### src/rtl/csdec_pkg.sv
// Package: shared sizes, register layout and reset constants for the
// chip-select decoder. Assumes a 32-bit byte address and 32 KB granularity.
package csdec_pkg;
    parameter int NUM_BANKS = 12;
    parameter int ADDR_W    = 32;
    parameter int CMP_W     = 17;
    localparam int LOW_W    = ADDR_W - CMP_W;
    localparam int IDX_W    = $clog2(NUM_BANKS);

    typedef logic [CMP_W-1:0] field_t;

    typedef struct packed {
        field_t base;
        field_t mask;
        logic   valid;
    } bank_cfg_t;

    typedef enum logic {
        KIND_BASE = 1'b0,
        KIND_OPT  = 1'b1
    } reg_kind_e;

    localparam field_t BOOT_MASK    = 17'h1FC00;
    localparam field_t BOOT_HI_BASE = 17'h1FC00;
    localparam field_t BOOT_LO_BASE = 17'h00000;
endpackage

### src/rtl/csdec_regfile.sv
// Module: per-bank base/option register storage with strap-driven reset
// and a combinational read mux. Assumes one write per cycle; indices at or
// above NUM_BANKS are ignored on write and read as zero.
module csdec_regfile
    import csdec_pkg::*;
#(
    parameter int BANKS = NUM_BANKS
) (
    input  logic                        clk,
    input  logic                        rst_n,
    input  logic                        boot_low,
    input  logic                        wr_en,
    input  logic [IDX_W-1:0]            sel,
    input  logic                        kind,
    input  logic [ADDR_W-1:0]           wr_data,
    output logic [ADDR_W-1:0]           rd_data,
    output bank_cfg_t [BANKS-1:0]       cfg_q
);
    logic unused_wr_bits;
    assign unused_wr_bits = ^wr_data[LOW_W-1:1];

    for (genvar b = 0; b < BANKS; b++) begin : g_bank
        logic hit_w;
        assign hit_w = wr_en && (sel == IDX_W'(b));

        // Holds one bank's registers; bank 0 resets to the boot window.
        always_ff @(posedge clk) begin
            if (!rst_n) begin
                if (b == 0) begin
                    cfg_q[b].base  <= boot_low ? BOOT_LO_BASE : BOOT_HI_BASE;
                    cfg_q[b].mask  <= BOOT_MASK;
                    cfg_q[b].valid <= 1'b1;
                end else begin
                    cfg_q[b] <= '0;
                end
            end else if (hit_w) begin
                if (kind == KIND_BASE) begin
                    cfg_q[b].base  <= wr_data[ADDR_W-1:LOW_W];
                    cfg_q[b].valid <= wr_data[0];
                end else begin
                    cfg_q[b].mask  <= wr_data[ADDR_W-1:LOW_W];
                end
            end
        end
    end

    // Selects the addressed register and formats it for read-back.
    always_comb begin
        rd_data = '0;
        for (int b = 0; b < BANKS; b++) begin
            if (sel == IDX_W'(b)) begin
                if (kind == KIND_BASE)
                    rd_data = {cfg_q[b].base, {(LOW_W-1){1'b0}}, cfg_q[b].valid};
                else
                    rd_data = {cfg_q[b].mask, {LOW_W{1'b0}}};
            end
        end
    end

    // a base write to bank 0 is visible in the following cycle.
    p_base_write_r10: assert property (@(posedge clk) disable iff (!rst_n)
        (wr_en && sel == '0 && kind == KIND_BASE)
        |=> cfg_q[0].base == $past(wr_data[ADDR_W-1:LOW_W]));

    // register contents stay put when no write is issued.
    p_hold_r13: assert property (@(posedge clk) disable iff (!rst_n)
        !wr_en |=> $stable(cfg_q));

    // right after reset only bank 0 is enabled.
    p_reset_valid_r9: assert property (@(posedge clk)
        (rst_n && $past(!rst_n)) |-> cfg_q[BANKS-1].valid == 1'b0 && cfg_q[0].valid);
endmodule

### src/rtl/csdec_match.sv
// Module: parallel masked comparators, one per bank. Purely combinational;
// assumes only the upper CMP_W address bits are presented.
module csdec_match
    import csdec_pkg::*;
#(
    parameter int BANKS = NUM_BANKS
) (
    input  bank_cfg_t [BANKS-1:0] cfg,
    input  field_t                addr_hi,
    output logic [BANKS-1:0]      hits
);
    for (genvar b = 0; b < BANKS; b++) begin : g_cmp
        // Flags a bank whose enabled, unmasked bits equal the address.
        always_comb begin
            hits[b] = cfg[b].valid && (((addr_hi ^ cfg[b].base) & cfg[b].mask) == '0);
        end
    end
endmodule

### src/rtl/csdec_prio.sv
// Module: fixed-priority resolver (lowest index wins) and output register.
// Assumes hits are already qualified by each bank's enable bit.
module csdec_prio
    import csdec_pkg::*;
#(
    parameter int BANKS = NUM_BANKS
) (
    input  logic              clk,
    input  logic              rst_n,
    input  logic              strobe,
    input  logic [BANKS-1:0]  hits,
    output logic [BANKS-1:0]  cs_q,
    output logic [IDX_W-1:0]  idx_q,
    output logic              hit_q
);
    logic [IDX_W-1:0] win_idx;
    logic             found;
    logic [BANKS-1:0] win_vec;

    // Scans from the top so the lowest matching index is kept last.
    always_comb begin
        win_idx = '0;
        found   = 1'b0;
        for (int b = BANKS - 1; b >= 0; b--) begin
            if (hits[b]) begin
                win_idx = IDX_W'(b);
                found   = 1'b1;
            end
        end
        win_vec = found ? (BANKS'(1) << win_idx) : '0;
    end

    // Registers the decision for the strobed address; idle clears outputs.
    always_ff @(posedge clk) begin
        if (!rst_n || !strobe) begin
            cs_q  <= '0;
            idx_q <= '0;
            hit_q <= 1'b0;
        end else begin
            cs_q  <= win_vec;
            idx_q <= win_idx;
            hit_q <= found;
        end
    end

    p_onehot_r4: assert property (@(posedge clk) disable iff (!rst_n)
        $onehot0(cs_q));

    p_idx_cs_r4: assert property (@(posedge clk) disable iff (!rst_n)
        hit_q |-> cs_q[idx_q]);

    p_lowest_r4: assert property (@(posedge clk) disable iff (!rst_n)
        hit_q |-> (($past(hits) & (cs_q - BANKS'(1))) == '0));

    p_hit_r2: assert property (@(posedge clk) disable iff (!rst_n)
        ($past(strobe) && ($past(hits) != '0)) |-> hit_q);

    p_miss_r11: assert property (@(posedge clk) disable iff (!rst_n)
        ($past(hits) == '0) |-> (!hit_q && cs_q == '0 && idx_q == '0));

    p_idle_r12: assert property (@(posedge clk) disable iff (!rst_n)
        !strobe |=> (cs_q == '0 && !hit_q));
endmodule

### src/rtl/csdec_top.sv
// Module: top of the programmable chip-select decoder. Connects the
// register file, the comparator array and the priority/output stage.
// Assumes addresses are byte addresses; only bits 31:15 are decoded.
module csdec_top
    import csdec_pkg::*;
(
    input  logic                 clk,
    input  logic                 rst_n,
    input  logic                 boot_low,
    input  logic                 cfg_wr,
    input  logic [IDX_W-1:0]     cfg_sel,
    input  logic                 cfg_kind,
    input  logic [ADDR_W-1:0]    cfg_wdata,
    output logic [ADDR_W-1:0]    cfg_rdata,
    input  logic                 bus_valid,
    input  logic [ADDR_W-1:0]    bus_addr,
    output logic [NUM_BANKS-1:0] cs,
    output logic [IDX_W-1:0]     cs_bank,
    output logic                 cs_hit
);
    bank_cfg_t [NUM_BANKS-1:0] cfg_w;
    logic      [NUM_BANKS-1:0] hits_w;
    logic                      unused_low_addr;

    assign unused_low_addr = ^bus_addr[LOW_W-1:0];

    csdec_regfile #(.BANKS(NUM_BANKS)) u_regs (
        .clk      (clk),
        .rst_n    (rst_n),
        .boot_low (boot_low),
        .wr_en    (cfg_wr),
        .sel      (cfg_sel),
        .kind     (cfg_kind),
        .wr_data  (cfg_wdata),
        .rd_data  (cfg_rdata),
        .cfg_q    (cfg_w)
    );

    csdec_match #(.BANKS(NUM_BANKS)) u_match (
        .cfg     (cfg_w),
        .addr_hi (bus_addr[ADDR_W-1:LOW_W]),
        .hits    (hits_w)
    );

    csdec_prio #(.BANKS(NUM_BANKS)) u_prio (
        .clk    (clk),
        .rst_n  (rst_n),
        .strobe (bus_valid),
        .hits   (hits_w),
        .cs_q   (cs),
        .idx_q  (cs_bank),
        .hit_q  (cs_hit)
    );

    // an enabled bank 0 with an empty mask catches every strobe.
    p_catchall_r8: assert property (@(posedge clk) disable iff (!rst_n)
        (bus_valid && cfg_w[0].valid && cfg_w[0].mask == '0) |=> (cs_hit && cs_bank == '0));
endmodule

### config.mk
export PLATFORM = sky130hd
export DESIGN_NAME = csdec_top
export DESIGN_NICKNAME = d
export VERILOG_FILES = /design/src/rtl/csdec_pkg.sv /design/src/rtl/csdec_regfile.sv /design/src/rtl/csdec_match.sv /design/src/rtl/csdec_prio.sv /design/src/rtl/csdec_top.sv
export SDC_FILE = /design/constraint.sdc
export NUM_CORES = 1
export LEC_CHECK = 0
export BUFFER_PORTS_ARGS = -buffer_cell sky130_fd_sc_hd__buf_2
export CORE_ASPECT_RATIO = 1.1
export CORE_UTILIZATION = 62
export CTS_CLUSTER_DIAMETER = 200
export CTS_CLUSTER_SIZE = 20
export DETAILED_ROUTE_END_ITERATION = 7
export GPL_TIMING_DRIVEN = 0
export PLACE_DENSITY_LB_ADDON = 0.12
export SYNTH_ARGS = -nofsm -noshare
export SYNTH_HDL_FRONTEND = slang
export SYNTH_HIERARCHICAL = 1
export SYNTH_SLANG_ARGS = --single-unit
### constraint.sdc
create_clock -name clk -period 4.75 [get_ports clk]
set_clock_uncertainty 0.05 [all_clocks]
set_input_delay 1.425 -clock clk [delete_from_list [all_inputs] [get_ports clk]]
set_output_delay 1.425 -clock clk [all_outputs]
set_load 0.01 [all_outputs]
# [Word level (Yosys, flattened, before mapping)]
# Cells that the tools add are included.
[classes] eq_ne=13 shift=1 muxes=54 n_bitwise=26 reduce_logical=66
[ops] cell="$mux 32" count=24
[ops] cell="$and 17x17->17" count=12
[ops] cell="$logic_not 17->1" count=12
[ops] cell="$xor 17x17->17" count=12
[ops] cell="$mux 35" count=2
[ops] cell="$mux 17" count=3
[ops] cell="$reduce_and 2->1" count=25
[ops] cell="$mux 4" count=12
[ops] cell="$logic_and 1x1->1" count=24
[ops] cell="$eq 4x3->1 const B" count=4
[ops] cell="$eq 4x4->1 const B" count=4
[ops] cell="$mux 1" count=13
[ops] cell="$shl 1x4->12 const A" count=1
[ops] cell="$eq 4x2->1 const B" count=2
[ops] cell="$eq 4x1->1 const B" count=1
[ops] cell="$logic_not 4->1" count=1
[ops] cell="$logic_not 1->1" count=2
[ops] cell="$ne 2x1->1 const B" count=1
[ops] cell="$ne 2x2->1 const B" count=1
[ops] cell="$not 1->1" count=2
[ops] cell="$reduce_or 2->1" count=1
[ops] cell="$logic_or 1x1->1" count=1
[word_totals] reg_bits=437 inputBits=74 output_inout_bits=49 elab_cells=199

# [Logic depth before layout (Yosys ltp)]
# Gate-level depths: netlist of run 1.
[depth] ltp_word=18 ltp_mapped=9 mapped_depth_nobuf=8

# [Hierarchy]
# Netlist of run 1, hierarchy kept.
[by_module_without_submodules] mod="csdec_regfile" n_inst=1 cells_per_inst=2335 area_each_um2=19523.7 seq_area_each_um2=8578.2
[by_module_without_submodules] mod="csdec_match" n_inst=1 cells_per_inst=380 area_each_um2=2939.1 seq_area_each_um2=0.0
[by_module_without_submodules] mod="csdec_prio" n_inst=1 cells_per_inst=60 area_each_um2=586.8 seq_area_each_um2=340.3

# [Least setup slack after synthesis of run 1]
# OpenSTA, ideal clock, no wires.
[synth_timing] path_kind="in2out" startpoint="input port cfg_kind" endpoint="output port cfg_rdata[21]" arrival_ns=3.262 t_required_ns=3.275 setup_slack_ns=0.013 path_stages=8 path_buffers=3 path_cell_list="buf_6 -> or4_1 -> buf_2 -> buf_6 -> o22ai_1 -> nor4_1 -> or3_1 -> a222oi_1"
[synth_between] elab_chain_cells=13 word_cells_on_any_way=24 classes_between="mux (24)"
[synth_rtl] element="start, declared" line="csdec_top.sv:12" source="input logic cfg_kind,"
[synth_rtl] element="$mux 32" line="csdec_regfile.sv:52" source="if (kind == KIND_BASE)"
[synth_rtl] element="$mux 32 (11 in series)" line="csdec_regfile.sv:51" source="if (sel == IDX_W'(b)) begin"
[synth_rtl] element="$mux 32 (*)" line="csdec_regfile.sv:51"
[synth_rtl] element="end, declared" line="csdec_top.sv:14" source="output logic [ADDR_W-1:0] cfg_rdata,"
# Mark *: on every way between the ends. The rest lies on a longest branch, timed or not.

# [Worst setup path in the final report of run 1]
[layout_timing] startpoint="input port cfg_kind" endpoint="output port cfg_rdata[15]"
# The elaborated chain is that of the path after synthesis.

==> summary.txt, run 1 <==
Status -> finished, violations left
Failing checks -> design-rule violations, max-capacitance violations, max-slew violations, negative setup slack
Post-Syn Area -> 23000 um^2
Switch share -> 0.280
Fillers -> 2939
Antenna violations before repair -> 2
DR vias -> 23200
Cells after synthesis -> 2775
Area of the core -> 36400 um^2
XOR/XNOR Fraction of Synth Area -> 0.0775
Post-Synth Adder-Cell Area -> 0
Grt total ovfl -> 0
DRT Wirelength -> 99.5 mm
Final Setup Violations -> 17
Drt drc -> 2
Die ar. -> 38000 um^2
# clock sinks -> 437
DRT Pass-1 Iters -> 8
Clk pin slew, worst setup/hold paths -> 0.08 ns
Fraction of registers with async set/reset -> 0
Total CTS buffers -> 25
Post-route cell area -> 26400 um^2
Pin count of the biggest net entering global routing -> 22
CTS Hold Bufs -> 0
Worst setup margin -> -0.350 ns
Cells on worst reg2reg path -> 8
#FFs+latches synth -> 437
Pwr/cell area -> 263 nW/um^2
RSZ-0062 raised after global routing -> yes
Clk root buf -> clkbuf_16
Commonest non-fill, non-tap cell in the layout -> nand2_1
I/O pins -> 123
Clk buf depth -> 3
Final cycle utilization of the critical path -> 1.07
Clock share of power -> 0.320
Worst Setup End Kind -> output port
Multiplexer share of the synthesized area -> 0.0952
Simple-Gate Fraction of Synth Area -> 0.190
Initial Utilization -> 0.634
Crit path DAT -> 3.62 ns
Crit path launch type -> primary input
Sequential share of power -> 0.542
WL/cell -> 29.1 um
MaxCap Viol Count -> 1
Most frequent cells in the layout -> 860 x nand2_1, 420 x dfxtp_1, 324 x a21boi_1, 204 x xor2_1, 138 x clkbuf_1
Fmax -> 196 MHz
Worst hold path type -> flip-flop to flip-flop
Post-DP HPWL -> 70.6 mm
Setup Crit Path Kind -> primary input to output port
CTS tree -> done
Antenna Cells -> 0
Largest family of logic cells by synthesized area -> compound AO/OA/AOI/OAI gates
Die height -> 204 um
Syn avg cell area -> 8.31 um^2
Dominant synthesized flop cell -> dfxtp_1
Worst hold path cell count -> 2
Port bufs -> 77
First DRT Iteration DRCs -> 3772
Floorplan die width -> 186 um
Multi-input logic area -> 14000 um^2
Comb power frac -> 0.138
Cells after DPL -> 3352
Yosys warning count -> 6
Final nets -> 3002
Peak supply drop -> 0.000266 V
Total Routing Usage GR -> 0.516
Sequential fraction of the synthesis area -> 0.387
Power Total -> 6.94 mW
Synth top area share -> 0.365
Max-slew violation count -> 4
H-tree levels -> 1
Cell row count -> 73
Final ANT Viol Nets -> 0
Via-per-instance ratio -> 6.80
Switching pwr -> 1.94 mW
Yosys top cell by area -> dfxtp_1
Leak pwr -> 9.62 nW
Fin cells -> 3418
Int Pwr -> 5.00 mW
FF+latch area -> 8920 um^2
Compound-Gate Fraction of Synth Area -> 0.203
WP data required -> 3.27 ns
Tmin final -> 5.10 ns
CP max FO -> 8
Final Core Density -> 0.726
First-pass GRT wire length -> 140 mm
Slew HR -> -0.0439
Distinct cells, synth -> 61
WHS -> 0.425 ns
Final hold viol count -> 0
Area delta synth->final -> 14.5%
EDFF count, synth -> 17
Worst slew pin tran -> 1.55 ns
Post-DP Area -> 24100 um^2
Layout cells sized above 1 -> 0.138
Final GP Congestion -> 1.15
Dominant cells by area after synthesis -> dfxtp_1 36%, nand2_1 14%, a21boi_1 11%, xor2_1 7.8%, mux2i_1 6.3%
Vias in the first global route -> 21200
Worst-Skew Late Latency -> 0.61 ns
-- cell type report --
cell class / count / area share
Inverter: 2 / 0.000284
Clock inverter: 1 / 0.000190
Multi-Input combinational cell: 2119 / 0.532
Sequential cell: 437 / 0.338
Tap cell: 487 / 0.0231
Timing Repair Buffer: 116 / 0.0284
Buffer: 227 / 0.0539
Clock buffer: 29 / 0.0243
-- routing by layer --
| metal | GRT usage | vias up | wire, um |
|---|---|---|---|
| met5 | 0 | - | 13 |
| met4 | 0.447 | 2 | 10200 |
| met3 | 0.154 | 553 | 14600 |
| met2 | 0.727 | 2030 | 40500 |
| met1 | 0.637 | 10900 | 34300 |
| li1 | - | 9732 | - |
-- worst paths after layout --
kind | from | endpoint | slack (ns)
min | u_regs/cfg_q[149] | u_regs/cfg_q[149] | 0.43
min reg2reg | u_regs/cfg_q[149] | u_regs/cfg_q[149] | 0.43
max | cfg_kind | cfg_rdata[15] | -0.35
max reg2reg | u_regs/cfg_q[168] | u_prio/cs_q[9] | 1.53
-- cells in the mapped netlist, types with 2 or more instances --
library cell  count
or4b_1            4
a211oi_1          3
or3_1             9
a21boi_1        324
a222oi_1          9
buf_2            42
buf_1             3
a21o_1           12
nand2b_1         14
mux2_2           23
mux4_2           13
nor3_1           22
nor2_2            5
o21ai_0          14
o22ai_1          63
nand4_1          21
mux2_1           17
xor2_1          204
nor2_1           54
a22oi_1          96
and2_1           12
inv_1             2
o221ai_1          4
clkbuf_1        154
or4_1             3
nor2b_1           7
dfxtp_1         420
nor4_1           17
nand4bb_1         4
o21ai_1           5
nand3_1          18
buf_6             9
o2bb2ai_1         9
a21boi_0         71
nand2_1         864
buf_4            22
and3_1            2
a221oi_1          2
a21oi_1           7
edfxtp_1         17
nor4_2            2
a31oi_1           6
o211ai_1          4
mux2i_1         145
-- cell families (layout without fill, tap and decap cells) --
family,after synthesis,count (layout)
flops,437,437
other cells,1,14
mux,198,198
compound gates,638,638
simple gates,1065,1065
buf+inv,232,375
xor+xnor,204,204
-- state kept, by name, indices dropped and copies added (netlist names) --
signal,count
u_prio/idx_q,4
u_prio/hit_q,1
u_prio/cs_q,12
u_regs/cfg_q,420
-- power by group through the flow --
stage	registers, mW	logic [mW]	clock network [mW]
after global placement	3.84	0.782	0
final	3.76	0.959	2.22
after detailed placement	3.84	0.792	0
after CTS	3.76	0.846	2.20
after floorplan	3.83	0.464	0
after global routing	3.76	0.957	2.34
-- per-stage QoR --
stage | setup slack (ns) | TNS [ns]
detailed placement | -1.24 | -17.26
finish | -0.350 | -3.81
global route | -0.365 | -3.66
global placement | -1.23 | -17.18
CTS | -0.324 | -3.37
floorplan | 0.0133 | 0
-- worst max-delay path, stage by stage --
cell,delay (ns)
buf_12,0.12
or4_4,0.61
o22ai_1,0.30
nor4_1,0.11
or3_1,0.41
a222oi_1,0.43
buf_2,0.21
-- repair_timing --
item	CTS	global route
endpoints found under the setup margin	18	18
hold endpoints to repair	0	0
buffers inserted	6	30
pin swaps	24	40
gates resized for setup	193	127
cloned	1	2
No activity file was read; power rests on OpenSTA's default activity.
==> run 2: changes to the inputs <==
Settings changed: BUFFER_PORTS_ARGS -buffer_cell sky130_fd_sc_hd__buf_2 to default, CORE_UTILIZATION 62 to 64, DONT_BUFFER_PORTS from default to 1.
Clock period 4.75 ns to 5.77 ns, I/O delays scaled along.
==> run 2 against run 1 <==
Effect of this change:
- the run ends with negative setup slack left
- wire length down 2.1%
- utilization down 3.1 points
- global-route usage up 0.54 points
- clock-buffer cell count down 1
- hold slack worse by 0.00085 ns
- via count down 2.9%
- sequential power down 18%
- register-to-register slack better by 0.87 ns
- combinational power down 32%
- sequential share of layout area up 2.6 points
- design area down 7.0%
- largest cell class unchanged
==> summary.txt, run 2 (synthesis gave the netlist of run 1 again) <==
Total CTS buffers -> 25
Initial Utilization -> 0.653
Top flop regs -> u_regs/cfg_q x420, u_prio/cs_q x12, u_prio/idx_q x4
# clock sinks -> 437
Crit path DAT -> 4.11 ns
Cell row count -> 72
CTS Hold Bufs -> 0
MaxCap Viol Count -> 0
Pwr/cell area -> 227 nW/um^2
CP max stage delay -> 0.36 ns
Fillers -> 2935
Commonest non-fill, non-tap cell in the layout -> nand2_1
Worst hold path type -> flip-flop to flip-flop
Crit path launch type -> primary input
DR vias -> 22600
Port bufs -> 0
Total Routing Usage GR -> 0.521
DRT Wirelength -> 97.4 mm
Floorplan die width -> 183 um
Tmin final -> 5.89 ns
Most frequent cells in the layout -> 864 x nand2_1, 420 x dfxtp_1, 324 x a21boi_1, 204 x xor2_1, 149 x clkbuf_1
Area of the core -> 35300 um^2
Most frequent CP cell -> buf_6
R2R Setup Slk -> 2.40 ns
Worst-Skew Late Latency -> 0.61 ns
Status -> finished, violations left
WP depth -> 9
Via-per-instance ratio -> 6.83
Cell chain of the critical path -> buf_6 -> buf_6 -> clkbuf_4 -> buf_6 -> buf_4 -> mux2i_1 -> o22ai_1 -> a211oi_2 -> o21ai_1
Grt total ovfl -> 0
Slowest cell on crit path -> a211oi_2
Antenna violations before repair -> 6
Post-DP Area -> 23700 um^2
Metal2 WL -> 40.1 mm
Slew HR -> 0.0269
Post-DP HPWL -> 71.1 mm
Reg-to-Reg End -> u_prio/cs_q[10]
Final hold viol count -> 0
Post-route cell area -> 24500 um^2
Die ar. -> 36800 um^2
CTS tree -> done
Final cycle utilization of the critical path -> 1.02
DR WL met3 -> 14.5 mm
Worst Setup End Kind -> output port
Setup Crit Path Kind -> primary input to output port
First-pass GRT wire length -> 139 mm
H-tree levels -> 1
Reg2Reg Launch Point -> u_regs/cfg_q[203]
Final nets -> 2889
Peak supply drop -> 0.000262 V
Vias in the first global route -> 21100
First DRT Iteration DRCs -> 3679
Die height -> 201 um
Max reg flops -> 420
Area delta synth->final -> 6.48%
DRT Pass-1 Iters -> 6
Drt drc -> 0
Max-slew violation count -> 0
Hold_sp -> u_regs/cfg_q[321]
Top sig layer -> met5
Hold Crit Endpoint -> u_regs/cfg_q[321]
RSZ-0062 raised after global routing -> no
DRT met1 WL -> 33.1 mm
Place WS -> -0.788 ns
Cells on worst reg2reg path -> 7
Final Setup Violations -> 9
Clk pin slew, worst setup/hold paths -> 0.09 ns
CP max FO -> 10
Worst hold path cell count -> 2
CP Buf/Inv Count -> 5
Worst setup margin -> -0.118 ns
Fmax -> 170 MHz
Final GP Congestion -> 1.13
Leak pwr -> 8.86 nW
Clk buf depth -> 3
CP top delay family -> buffers and inverters
Final ANT Viol Nets -> 0
Layout cells sized above 1 -> 0.0635
Worst slew pin tran -> 1.45 ns
WP data required -> 3.99 ns
Clk root buf -> clkbuf_16
I/O pins -> 123
Pin count of the biggest net entering global routing -> 22
Largest Register -> u_regs/cfg_q
WL/cell -> 29.5 um
Failing checks -> negative setup slack
-- run 2: cell types whose count changed in the layout (fill, tap and decap cells not counted), sizes merged --
cell    previous run  this run
clkbuf           180       186
diode              0         3
buf              192        72
-- run 2: cell type report --
| cell class | count | area, um^2 | share of cell area |
|---|---|---|---|
| inverters | 2 | 7.51 | 0.000306 |
| multi-input cells | 2119 | 13200 | 0.540 |
| flip-flops and latches | 437 | 8920 | 0.363 |
| repair buffers | 1 | 7.51 | 0.000306 |
| clock inverters | 1 | 5.00 | 0.000204 |
| well taps | 481 | 602 | 0.0245 |
| plain buffers | 229 | 1110 | 0.0454 |
| diodes | 3 | 7.51 | 0.000306 |
| clock buffers | 28 | 637 | 0.0259 |
-- run 2: repair_timing --
action | in CTS | in global routing
setup buffers | 0 | 1
endpoints found under the setup margin | 17 | 12
pin swaps | 9 | 7
gates resized for setup | 42 | 22
-- run 2: how the worst max path moves through the flow --
stage / from / end
floorplan: cfg_kind / cfg_rdata[21]
global placement: cfg_kind / cfg_rdata[16]
detailed placement: cfg_kind / cfg_rdata[16]
CTS: cfg_kind / cfg_rdata[29]
global route: cfg_sel[0] / cfg_rdata[24]
finish: cfg_kind / cfg_rdata[30]
-- run 2: report_power, final --
| group | internal [mW] | total [mW] | switching, mW |
|---|---|---|---|
| sequential | 3.06 | 3.09 | 0.0310 |
| clock | 0.780 | 1.82 | 1.04 |
| combinational | 0.202 | 0.655 | 0.452 |
-- run 2: metrics by stage --
stage                     hold WS [ns]   util  cells  power [mW]  setup TNS [ns]
after floorplan                  0.394      -   2788        3.53               0
after global placement           0.402  0.671   3269        3.76           -7.54
after detailed placement         0.411  0.671   3269        3.76           -7.37
after CTS                        0.422  0.693   3297        5.50        -0.00880
after global routing             0.440  0.695   3299        5.65               0
final                            0.424  0.695   3301        5.57          -0.548
-- run 2: worst register-to-register path: stages (launching register included) --
cell and delay (ns):
dfxtp_1 0.35, xor2_1 0.15, a22oi_1 0.32, nand4_1 0.13
nor3_1 1.15, o21bai_1 0.26, a311oi_1 0.68, nor3_1 0.12
-- run 2: layer usage --
| layer | global-route usage | vias to the layer above |
|---|---|---|
| li1 | - | 9512 |
| met1 | 0.644 | 10600 |
| met2 | 0.757 | 1934 |
| met3 | 0.147 | 528 |
| met4 | 0.415 | 4 |
| met5 | 0.0173 | - |
